File: config.mk
export PLATFORM = sky130hd
export DESIGN_NAME = mdio_page_bridge
export DESIGN_NICKNAME = d
export VERILOG_FILES = /design/src/rtl/mpb_pkg.sv /design/src/rtl/mpb_addr_split.sv /design/src/rtl/mpb_page_cache.sv /design/src/rtl/mpb_interval_timer.sv /design/src/rtl/mdio_page_bridge.sv
export SDC_FILE = /design/constraint.sdc
export NUM_CORES = 1
export LEC_CHECK = 0
export BUFFER_PORTS_ARGS = -buffer_cell sky130_fd_sc_hd__buf_2
export CAP_MARGIN = 15
export CORE_MARGIN = 2
export CORE_UTILIZATION = 30
export CTS_CLUSTER_SIZE = 12
export DETAILED_ROUTE_END_ITERATION = 12
export PLACE_DENSITY = 0.53
export SKIP_LAST_GASP = 1
export SLEW_MARGIN = 0
export SYNTH_ARGS = -nofsm -noshare
export SYNTH_HDL_FRONTEND = slang
export SYNTH_HIERARCHICAL = 1
export SYNTH_SLANG_ARGS = --single-unit
File: constraint.sdc
create_clock -name clk -period 5.4 [get_ports clk]
set_input_delay 1.62 -clock clk [delete_from_list [all_inputs] [get_ports clk]]
set_output_delay 1.62 -clock clk [all_outputs]
set_load 0.01 [all_outputs]
File: src/rtl/mpb_pkg.sv
`timescale 1ns/1ps
package mpb_pkg;
  localparam int PAGE_LSB = 9;
  localparam int PAGE_W   = 9;
  localparam int PHY_LSB  = 6;
  localparam int PHY_W    = 3;
  localparam int REG_LSB  = 1;
  localparam int REG_W    = 5;
  localparam int ADDR_W   = PAGE_LSB + PAGE_W;
  localparam int HALF_W   = 16;
  localparam int WORD_W   = 2 * HALF_W;
  localparam int MPHY_W   = 5;

  localparam logic [MPHY_W-1:0] PAGE_PHY = 5'h18;
  localparam logic [REG_W-1:0]  PAGE_REG = '0;
  localparam logic [1:0]        DATA_PHY_HI = 2'b10;

  typedef enum logic [2:0] {
    OP_READ     = 3'd0,
    OP_WRITE    = 3'd1,
    OP_READ_LO  = 3'd2,
    OP_READ_HI  = 3'd3,
    OP_WRITE_LO = 3'd4,
    OP_WRITE_HI = 3'd5,
    OP_MODIFY   = 3'd6,
    OP_WAIT     = 3'd7
  } op_e;

  typedef enum logic [2:0] {
    S_IDLE, S_PAGE, S_SETTLE, S_XFER, S_GAP
  } state_e;

  typedef struct packed {
    logic wr;     // transaction is a write
    logic upper;  // targets register N+1
    logic last;   // final transaction of the sequence
  } step_t;

  function automatic logic is_hi_half(op_e op);
    return (op == OP_READ_HI) || (op == OP_WRITE_HI);
  endfunction

  // Which transaction a given step of an operation issues.
  function automatic step_t step_plan(op_e op, logic [1:0] s, logic lo_first);
    step_t p;
    logic  wr_upper;
    wr_upper = lo_first ? s[0] : ~s[0];
    p = '0;
    unique case (op)
      OP_READ, OP_WAIT: begin
        p.wr = 1'b0; p.upper = s[0]; p.last = (s == 2'd1);
      end
      OP_WRITE: begin
        p.wr = 1'b1; p.upper = wr_upper; p.last = (s == 2'd1);
      end
      OP_MODIFY: begin
        p.wr    = s[1];
        p.upper = s[1] ? wr_upper : s[0];
        p.last  = (s == 2'd3);
      end
      OP_WRITE_LO, OP_WRITE_HI: begin
        p.wr = 1'b1; p.upper = 1'b0; p.last = 1'b1;
      end
      default: begin
        p.wr = 1'b0; p.upper = 1'b0; p.last = 1'b1;
      end
    endcase
    return p;
  endfunction

  function automatic logic [WORD_W-1:0] merge_bits(logic [WORD_W-1:0] word,
                                                   logic [WORD_W-1:0] clr,
                                                   logic [WORD_W-1:0] set);
    return (word & ~clr) | set;
  endfunction

  function automatic logic poll_match(logic [WORD_W-1:0] word,
                                      logic [WORD_W-1:0] msk,
                                      logic [WORD_W-1:0] expv);
    return (word & msk) == expv;
  endfunction

  function automatic logic [WORD_W-1:0] finish_word(op_e op,
                                                    logic [HALF_W-1:0] last_rd,
                                                    logic [HALF_W-1:0] lo,
                                                    logic [HALF_W-1:0] hi);
    unique case (op)
      OP_READ, OP_WAIT: return {last_rd, lo};
      OP_MODIFY:        return {hi, lo};
      OP_READ_LO:       return {{HALF_W{1'b0}}, last_rd};
      OP_READ_HI:       return {last_rd, {HALF_W{1'b0}}};
      default:          return '0;
    endcase
  endfunction
endpackage

File: src/rtl/mpb_addr_split.sv
`timescale 1ns/1ps
module mpb_addr_split
  import mpb_pkg::*;
(
  input  logic [ADDR_W-1:0] addr,
  input  logic              hi_half,
  output logic [PAGE_W-1:0] page,
  output logic [PHY_W-1:0]  sub_phy,
  output logic [REG_W-1:0]  reg_num
);
  localparam logic [ADDR_W-1:0] HALF_STEP = ADDR_W'(2);

  logic [ADDR_W-1:0] eff;
  logic              unused_lsb;

  assign eff        = hi_half ? (addr + HALF_STEP) : addr;
  assign page       = eff[PAGE_LSB +: PAGE_W];
  assign sub_phy    = eff[PHY_LSB +: PHY_W];
  assign reg_num    = eff[REG_LSB +: REG_W];
  assign unused_lsb = eff[0];
endmodule

File: src/rtl/mpb_page_cache.sv
`timescale 1ns/1ps
module mpb_page_cache
  import mpb_pkg::*;
(
  input  logic              clk,
  input  logic              rst_n,
  input  logic              upd,
  input  logic [PAGE_W-1:0] upd_page,
  input  logic [PAGE_W-1:0] query,
  output logic              hit
);
  logic              valid_q;
  logic [PAGE_W-1:0] page_q;

  always_ff @(posedge clk or negedge rst_n) begin
    if (!rst_n) begin
      valid_q <= 1'b0;
      page_q  <= '0;
    end else if (upd) begin
      valid_q <= 1'b1;
      page_q  <= upd_page;
    end
  end

  assign hit = valid_q && (page_q == query);
endmodule

File: src/rtl/mpb_interval_timer.sv
`timescale 1ns/1ps
module mpb_interval_timer #(
  parameter int CNT_W = 8
) (
  input  logic             clk,
  input  logic             rst_n,
  input  logic             start,
  input  logic [CNT_W-1:0] load,
  output logic             fire
);
  logic [CNT_W-1:0] cnt_q;

  always_ff @(posedge clk or negedge rst_n) begin
    if (!rst_n)            cnt_q <= '0;
    else if (start)        cnt_q <= load;
    else if (cnt_q != '0)  cnt_q <= cnt_q - 1'b1;
  end

  assign fire = (cnt_q == CNT_W'(1));
endmodule

File: src/rtl/mdio_page_bridge.sv
`timescale 1ns/1ps
module mdio_page_bridge
  import mpb_pkg::*;
#(
  parameter int SETTLE_CYC = 100000,
  parameter int POLL_CYC   = 50,
  parameter int TMO_W      = 16
) (
  input  logic              clk,
  input  logic              rst_n,
  input  logic              req_valid,
  output logic              req_ready,
  input  logic [2:0]        req_op,
  input  logic [17:0]       req_addr,
  input  logic [31:0]       req_wdata,
  input  logic [31:0]       req_mask,
  input  logic [31:0]       req_set,
  input  logic [31:0]       req_expect,
  input  logic [TMO_W-1:0]  req_timeout,
  input  logic              cfg_lo_first,
  output logic              done,
  output logic [31:0]       rsp_data,
  output logic              rsp_err,
  output logic              mdio_req,
  output logic [4:0]        mdio_phy,
  output logic [4:0]        mdio_reg,
  output logic [15:0]       mdio_wdata,
  output logic              mdio_write,
  input  logic              mdio_ack,
  input  logic [15:0]       mdio_rdata,
  input  logic              mdio_err
);
  localparam int MAX_CYC = (SETTLE_CYC > POLL_CYC) ? SETTLE_CYC : POLL_CYC;
  localparam int CNT_W   = $clog2(MAX_CYC + 1);

  state_e              state_q;
  op_e                 op_q;
  op_e                 in_op;
  logic [PHY_W-1:0]    phy_q;
  logic [REG_W-1:0]    reg_q;
  logic [PAGE_W-1:0]   page_q;
  logic [WORD_W-1:0]   wval_q, mask_q, set_q, exp_q, rsp_data_q;
  logic [HALF_W-1:0]   rd_lo_q, rd_hi_q;
  logic [1:0]          step_q;
  logic [TMO_W-1:0]    tmo_q;
  logic                lo_first_q, err_acc_q, done_q, rsp_err_q;

  logic [PAGE_W-1:0]   sp_page;
  logic [PHY_W-1:0]    sp_phy;
  logic [REG_W-1:0]    sp_reg;
  logic                page_hit;
  step_t               cur;

  // Named internal events
  logic                accept, page_ack, xfer_ack, settle_done, gap_done;
  logic                seq_finish, poll_retry, poll_hit, err_now, tmr_fire;
  logic [WORD_W-1:0]   rd_word;
  logic [CNT_W-1:0]    tmr_load;

  assign in_op = op_e'(req_op);

  mpb_addr_split u_split (
    .addr    (req_addr),
    .hi_half (is_hi_half(in_op)),
    .page    (sp_page),
    .sub_phy (sp_phy),
    .reg_num (sp_reg)
  );

  mpb_page_cache u_cache (
    .clk      (clk),
    .rst_n    (rst_n),
    .upd      (settle_done),
    .upd_page (page_q),
    .query    (sp_page),
    .hit      (page_hit)
  );

  assign tmr_load = page_ack ? CNT_W'(SETTLE_CYC) : CNT_W'(POLL_CYC);

  mpb_interval_timer #(.CNT_W(CNT_W)) u_timer (
    .clk   (clk),
    .rst_n (rst_n),
    .start (page_ack | poll_retry),
    .load  (tmr_load),
    .fire  (tmr_fire)
  );

  assign cur         = step_plan(op_q, step_q, lo_first_q);
  assign accept      = req_valid && (state_q == S_IDLE);
  assign page_ack    = (state_q == S_PAGE) && mdio_ack;
  assign xfer_ack    = (state_q == S_XFER) && mdio_ack;
  assign settle_done = (state_q == S_SETTLE) && tmr_fire;
  assign gap_done    = (state_q == S_GAP) && tmr_fire;
  assign rd_word     = {mdio_rdata, rd_lo_q};
  assign err_now     = err_acc_q | mdio_err;
  assign poll_hit    = poll_match(rd_word, mask_q, exp_q);
  assign poll_retry  = xfer_ack && cur.last && (op_q == OP_WAIT) && !poll_hit
                       && (tmo_q != '0);
  assign seq_finish  = xfer_ack && cur.last && !poll_retry;

  // Downstream transaction fields
  assign mdio_req   = (state_q == S_PAGE) || (state_q == S_XFER);
  assign mdio_phy   = (state_q == S_PAGE) ? PAGE_PHY : {DATA_PHY_HI, phy_q};
  assign mdio_reg   = (state_q == S_PAGE) ? PAGE_REG : (reg_q + REG_W'(cur.upper));
  assign mdio_write = (state_q == S_PAGE) || cur.wr;
  always_comb begin
    if (state_q == S_PAGE)
      mdio_wdata = HALF_W'(page_q);
    else if (cur.upper || (op_q == OP_WRITE_HI))
      mdio_wdata = wval_q[WORD_W-1:HALF_W];
    else
      mdio_wdata = wval_q[HALF_W-1:0];
  end

  assign req_ready = (state_q == S_IDLE);
  assign done      = done_q;
  assign rsp_data  = rsp_data_q;
  assign rsp_err   = rsp_err_q;

  always_ff @(posedge clk or negedge rst_n) begin
    if (!rst_n) begin
      state_q    <= S_IDLE;
      op_q       <= OP_READ;
      phy_q      <= '0;
      reg_q      <= '0;
      page_q     <= '0;
      wval_q     <= '0;
      mask_q     <= '0;
      set_q      <= '0;
      exp_q      <= '0;
      tmo_q      <= '0;
      lo_first_q <= 1'b0;
      rd_lo_q    <= '0;
      rd_hi_q    <= '0;
      step_q     <= '0;
      err_acc_q  <= 1'b0;
      done_q     <= 1'b0;
      rsp_data_q <= '0;
      rsp_err_q  <= 1'b0;
    end else begin
      done_q <= 1'b0;
      unique case (state_q)
        S_IDLE: begin
          if (accept) begin
            op_q       <= in_op;
            page_q     <= sp_page;
            phy_q      <= sp_phy;
            reg_q      <= sp_reg;
            wval_q     <= req_wdata;
            mask_q     <= req_mask;
            set_q      <= req_set;
            exp_q      <= req_expect;
            tmo_q      <= req_timeout;
            lo_first_q <= cfg_lo_first;
            step_q     <= '0;
            err_acc_q  <= 1'b0;
            state_q    <= page_hit ? S_XFER : S_PAGE;
          end
        end
        S_PAGE: begin
          if (page_ack) begin
            err_acc_q <= err_now;
            state_q   <= S_SETTLE;
          end
        end
        S_SETTLE: begin
          if (settle_done) state_q <= S_XFER;
        end
        S_XFER: begin
          if (xfer_ack) begin
            err_acc_q <= err_now;
            if (!cur.wr) begin
              if (cur.upper) rd_hi_q <= mdio_rdata;
              else           rd_lo_q <= mdio_rdata;
            end
            if ((op_q == OP_MODIFY) && (step_q == 2'd1))
              wval_q <= merge_bits(rd_word, mask_q, set_q);
            if (seq_finish) begin
              done_q     <= 1'b1;
              rsp_data_q <= finish_word(op_q, mdio_rdata, rd_lo_q, rd_hi_q);
              rsp_err_q  <= ((op_q == OP_WAIT) && !poll_hit) ? 1'b1 : err_now;
              state_q    <= S_IDLE;
            end else if (poll_retry) begin
              tmo_q   <= tmo_q - 1'b1;
              step_q  <= '0;
              state_q <= S_GAP;
            end else begin
              step_q <= step_q + 1'b1;
            end
          end
        end
        S_GAP: begin
          if (gap_done) state_q <= S_XFER;
        end
        default: state_q <= S_IDLE;
      endcase
    end
  end
endmodule

==> results of run 1 <==
[stage by stage]
stage,setup WS [ns],total power [mW],std cells
after floorplan,1.211,5.853,1494
after global placement,0.7172,7.233,2257
after detailed placement,0.6766,7.323,2257
after CTS,0.6603,9.696,2316
after global routing,0.4853,10.30,2317
final,0.7028,9.547,2319
[Yosys cell counts, types with 11 or more instances]
cell type / number / area [um2]
mux2_2: 44 / 495.5
xnor2_1: 22 / 192.7
nand2_1: 366 / 1374
a22oi_1: 33 / 247.7
clkbuf_1: 67 / 251.5
o21ai_0: 94 / 470.5
and3b_1: 11 / 96.34
dfrtp_1: 264 / 6606
nand3_1: 28 / 140.1
inv_1: 48 / 180.2
and3_1: 35 / 219.0
a21oi_1: 127 / 635.6
nand4_1: 11 / 68.82
a211oi_1: 18 / 135.1
mux2i_1: 18 / 180.2
nor3_1: 27 / 135.1
or3_1: 12 / 75.07
nor2_1: 102 / 382.9
[worst paths after layout]
kind	cells after the start	slack [ns]	to
setup / recovery	9	0.70	mdio_wdata[13]
min in group asynchronous	1	1.11	phy_q[0]
hold reg to reg	2	0.47	phy_q[2]
max in group asynchronous	2	3.18	rsp_data[23]
hold / removal	2	0.47	phy_q[2]
setup reg to reg	12	1.85	u_timer/cnt_q[1]
[metal layers]
layer  GRT usage, %  vias up  share of wire, %  wire length, um
met5              0        -              0.16               71
met1          26.57     5445                46            20320
li1               -     5553                 -                -
met2          30.97      259                46            20300
met4          5.196       12               1.7              744
met3          3.896       59               5.3             2329
[sequential cells by signal (all words and copies together), names as in the netlist, 9 cells and up]
register        cells
wval_q             32
page_q              9
rd_lo_q            16
u_timer/cnt_q      17
rd_hi_q            16
rsp_data           32
exp_q              32
tmo_q              16
u_cache/page_q      9
set_q              32
mask_q             32
[placed cells by master (no fill, tap or decap), drive strengths merged, types with 4 or more instances in the layout]
cell type / n
a31oi: 7
nor3: 28
mux2: 44
a22oi: 33
o22ai: 4
and3b: 11
clkinv: 6
a211oi: 18
nor2b: 7
or3: 12
or4: 11
ha: 8
o21ai: 95
xor2: 10
nor2: 103
nand2: 366
a21oi: 127
o22a: 8
a2111oi: 5
nand4: 13
o31ai: 4
nand2b: 4
nor4: 11
buf: 263
a21boi: 8
conb: 11
inv: 48
clkbuf: 48
a311oi: 5
dfrtp: 264
nand3: 28
mux2i: 18
a21o: 10
xnor2: 22
and3: 35
and2: 7
[where the power goes]
| group | leakage (nW) | internal (mW) | switching [mW] | total, mW |
|---|---|---|---|---|
| registers | 3.24 | 2.89 | 0.776 | 3.66 |
| logic | 3.92 | 1.43 | 2.15 | 3.57 |
| clock network | 0.549 | 1.41 | 0.903 | 2.31 |
| total | 7.72 | 5.72 | 3.83 | 9.55 |
[kinds of logic after synthesis]
group           count (synthesis)  share of synthesized area (%)
mux                            62                          5.135
xor+xnor                       32                          2.130
simple gates                  649                          22.55
buf+inv                       133                          4.136
fa+ha+maj                       8                         0.7607
compound gates                335                          15.02
other cells                     2                        0.05707
flops                         264                          50.20
[worst reg2reg max path, stage by stage, from the launching register on]
cell	delay, ns
dfrtp_1	0.39
inv_1	0.11
ha_1	0.20
or3b_2	0.50
or4_1	0.50
or4_4	0.49
and3b_1	0.22
nand2_1	0.12
nand2_1	0.19
inv_1	0.12
nand3_1	0.18
nor2_8	0.26
mux2i_1	0.20
[layout make-up]
type,count,area [um2],share of cell area (%)
inverters,48,180.2,1.114
clock inverters,11,157.7,0.9751
repair buffers,263,1404,8.683
flip-flops and latches,264,6606,40.86
well taps,585,732.0,4.527
diodes,3,7.507,0.04643
multi-input cells,1097,6106,37.77
clock buffers,48,974.7,6.028
==> results.md, run 1 <==
* Initial antenna violation count at 9
* Crit share post-route at 86.99%
* CTS tree: done
* Most used cell, CP: nand2_1
* Outcome: finished clean
* Initial core utilization at between 30% and 40%
* Placed cell areas at approximately 0.015 mm2
* DR WL/cell at roughly 19 um
* Clock transition at the registers of the reported paths at ~0.05 ns
* Vias in the first global route at between 10,000 and 15,000
* Largest delay share family, worst path: simple AND/OR/NAND/NOR gates
* CP max FO at 14
* Hold Crit Class: register to register
* GP Congestion at roughly 0.83
* Hold-fix buffers at CTS at 0
* GR Overflow Total at 0
* Top FF cell, synth: dfrtp_1
* Max VDD drop at 0.2171 mV
* TNS Setup at 0 ns
* Core area at 0.04317 mm2
* RSZ-0062 raised after global routing: no
* Layout cell share with drive strength beyond 1 at between 20% and 30%
* Gate Count Post-Synth at roughly 1,500
* Crit-path slowest cell: dfrtp_1
* Hold Slack at between 0.4 and 0.5 ns
* Max incr delay on CP at 0.62 ns
* Clock latency on the worst-skew pair at roughly 0.55 ns
* Worst path buffer plus inverter count at 2
* ANT nets after route at 0
* Distinct cells, synth at 60
* Slew HR at between 20% and 30%
* CP required at 3.78 ns
* Setup Buffers After CTS at 0
* Total track usage at slightly below 20%
* Post-synth EDFFs at 0
* Row count at 76
* Final Util at between 30% and 40%
* Sink Count at around 260
* Peak Freq at between 200 and 250 MHz
* CP cell instances: nand2_1 -> a21oi_1 -> o21ai_0 -> and3_1 -> nand2_1 -> buf_4 -> mux2i_1 -> nor2_1 -> buf_2
* Crit path launch type: register
* Setup crit start: op_q[1]
* CP Class: register to primary output
* RR Startpoint: tmo_q[0]
* H-tree Lvls at 2
* Leak pwr at ~7.7 nW
* Least-Margin Pin Slew at 1.152 ns
* DP HPWL at between 30,000 and 40,000 um
* P&R area growth vs syn at 22.87%
* Clock Path Buffers at 3
* Max-slew violations at 0
* Post_cts resized at 0
* Horiz. Die Dim at roughly 210 um
* WL final at about 44,000 um
* Fillers at around 4,600
* Cell Pwr Density at about 590 mW/mm2
* Yosys warns at 6
* Arr. time, crit path at approximately 3.1 ns
* Iter 0 DRT Violations at approximately 760
* First-pass GRT wire length at 66,290 um
* I/O Pins at 250
* Final net count at ~1,900
* Max-cap viol count at 0
* Final Hold Viols at 0
* Port Buffers at ~250
* Largest net degree at the start of global routing at 131
* Cell area after synthesis at ~0.013 mm2
* Hold Crit Start: phy_q[2]
* Worst Clk Skew at 0.03149 ns
* Via count at around 11,000
* Synth Register Bits at ~260
* DR DRC count at 0
* Synth async-reset ratio at 100.0%
* Register area share after synthesis at 50.20%
* Final setup fails at 0
* Fin area at about 0.016 mm2
* Drt first pass iters at 5
* Root Driver: clkbuf_16
* Via-per-instance ratio at between 4 and 5
* Die ar. at about 0.046 mm2
* Number of CTS-inserted buffers at 34
* Critical Path End Type: primary output
* Final min period at around 4.7 ns
* Chip Height at approximately 210 um
* Synth Area per Inst at a little under 9 um2
Note: power is estimated with default switching activity, not from simulation.
==> run 2, diff against run 1 <==
--- a/config.mk
+++ b/config.mk
@@ -5,7 +5,7 @@
 export SDC_FILE = /design/constraint.sdc
 export NUM_CORES = 1
 export LEC_CHECK = 0
-export BUFFER_PORTS_ARGS = -buffer_cell sky130_fd_sc_hd__buf_2
+export BUFFER_PORTS_ARGS = -buffer_cell sky130_fd_sc_hd__buf_4
 export CAP_MARGIN = 15
 export CORE_MARGIN = 2
 export CORE_UTILIZATION = 30
==> constraint.sdc (replaced) <==
create_clock -name clk -period 5.9 [get_ports clk]
set_input_delay 1.77 -clock clk [delete_from_list [all_inputs] [get_ports clk]]
set_output_delay 1.77 -clock clk [all_outputs]
set_load 0.01 [all_outputs]
==> results.md, run 2 (synthesis gave the netlist of run 1 again) <==
* Outcome: finished clean
* Layout cell share with drive strength beyond 1 at 21.99%
* Row count at 76
* Leak pwr at about 8 nW
* Placed cell areas at 0.01564 mm2
* Hold-fix buffers at CTS at 0
* ANT nets after route at 0
* Arr. time, crit path at between 3 and 4 ns
* Chip Height at ~210 um
* CP Class: register to primary output
* Largest net degree at the start of global routing at approximately 150
* DR DRC count at 0
* Number of CTS-inserted buffers at 31
* GR Overflow Total at 0
* GP Congestion at 0.8192
* Sink Count at about 260
* Commonest non-fill, non-tap cell in the layout: nand2_1
* Initial core utilization at between 30% and 40%
* P&R area growth vs syn at 27.22%
* Via count at between 10,000 and 15,000
* DP HPWL at around 32,000 um
* Final net count at approximately 1,900
* CP required at a little over 4 ns
* Least-Margin Pin Slew at roughly 0.97 ns
* Peak Freq at 197.9 MHz
* Setup Buffers After CTS at 0
* Clock latency on the worst-skew pair at 0.59 ns
* Max-cap viol count at 0
* First-pass GRT wire length at 66,430 um
* Fillers at 4,519
* Total track usage at between 10% and 20%
* Critical Path End Type: primary output
* Final setup fails at 0
* Crit share post-route at 85.63%
* Initial antenna violation count at 6
* Total power at approximately 8.9 mW
* Hold Crit Class: register to register
* Vias in the first global route at 11,229
* Setup crit start: op_q[2]
* Cell Pwr Density at 531.4 mW/mm2
* Final Util at roughly two fifths
* Hold Slack at approximately 0.47 ns
* Die ar. at around 0.046 mm2
* I/O Pins at 250
* Post_cts resized at 0
* TNS Setup at 0 ns
* Clock transition at the registers of the reported paths at about 0.060 ns
* Clock Path Buffers at 3
* Final Hold Viols at 0
* DR WL/cell at roughly 19 um
* Crit path launch type: register
* Final min period at 5.052 ns
* Max VDD drop at between 0.15 and 0.2 mV
* Iter 0 DRT Violations at 800
* H-tree Lvls at 1
* Max-slew violations at 0
* Root Driver: clkbuf_16
* RR Startpoint: tmo_q[0]
* CTS tree: done
* Core area at around 0.043 mm2
* CP max FO at 13
* Worst Clk Skew at 0.01901 ns
* Port Buffers at between 200 and 250
* Horiz. Die Dim at roughly 210 um
* Via-per-instance ratio at just under 5
* Drt first pass iters at 6
* Commonest non-fill, non-tap cells in the layout: nand2_1 (365), dfrtp_1 (264), buf_4 (258)
* Fin area at between 0.015 and 0.02 mm2
* Hold Crit Start: phy_q[2]
* RSZ-0062 raised after global routing: no
* Slew HR at 35.19%
* WL final at 43,710 um
-- run 2: cell count changes in the layout (fill, tap and decap cells not counted) --
cell / change
buf_2: -246
buf_4: +245
clkbuf_1: -5
clkinv_2: +5
clkbuf_16: -4
bufinv_16: +2
clkinv_8: -2
clkbuf_8: +1
diode_2: -1
inv_16: +1
-- run 2: worst paths after layout --
path / cells after the start / endpoint / slack [ns]
worst max-delay path: 8 / mdio_wdata[5] / 0.85
max in group asynchronous: 2 / exp_q[17] / 3.56
worst min-delay path: 2 / phy_q[2] / 0.47
worst max register to register: 14 / u_timer/cnt_q[1] / 2.07
min in group asynchronous: 1 / state_q[1] / 1.29
worst min register to register: 2 / phy_q[2] / 0.47
-- run 2: cell type report --
| type | count | area (um2) | share of cell area [%] |
|---|---|---|---|
| Inverter | 48 | 180.2 | 1.076 |
| Clock inverter | 17 | 230.2 | 1.375 |
| Antenna cell | 2 | 5.005 | 0.02990 |
| Sequential cell | 264 | 6606 | 39.46 |
| Clock buffer | 40 | 869.6 | 5.194 |
| Timing Repair Buffer | 262 | 2012 | 12.02 |
| Tap cell | 585 | 732.0 | 4.372 |
| Multi-Input combinational cell | 1097 | 6106 | 36.47 |
-- run 2: layer usage --
metal / routed length (um) / up-vias / track usage [%]
li1: - / 5541 / -
met1: 20330 / 5509 / 27.03
met3: 2407 / 66 / 3.368
met4: 1290 / 6 / 6.034
met5: 42 / - / 0
met2: 19640 / 322 / 29.86
-- run 2: worst max-delay path, cell delays in order, from the launching register on --
cell     delay (ns)
dfrtp_1        0.55
nor4_1         0.36
o21ai_0        0.10
and3_1         0.24
nand2_1        0.46
buf_4          0.32
mux2i_1        0.11
o21ai_0        0.36
buf_4          0.20
-- run 2: through the flow --
stage / setup slack, ns / cells
floorplan: 1.561 / 1494
global placement: 0.9488 / 2256
detailed placement: 0.8673 / 2256
CTS: 0.8296 / 2313
global route: 0.6616 / 2315
finish: 0.8481 / 2315
-- run 2: report_power, final --
| part | total (mW) | internal [mW] | switching, mW |
|---|---|---|---|
| Sequential | 3.36 | 2.64 | 0.722 |
| Clock | 2.07 | 1.26 | 0.812 |
| Combinational | 3.46 | 1.48 | 1.98 |
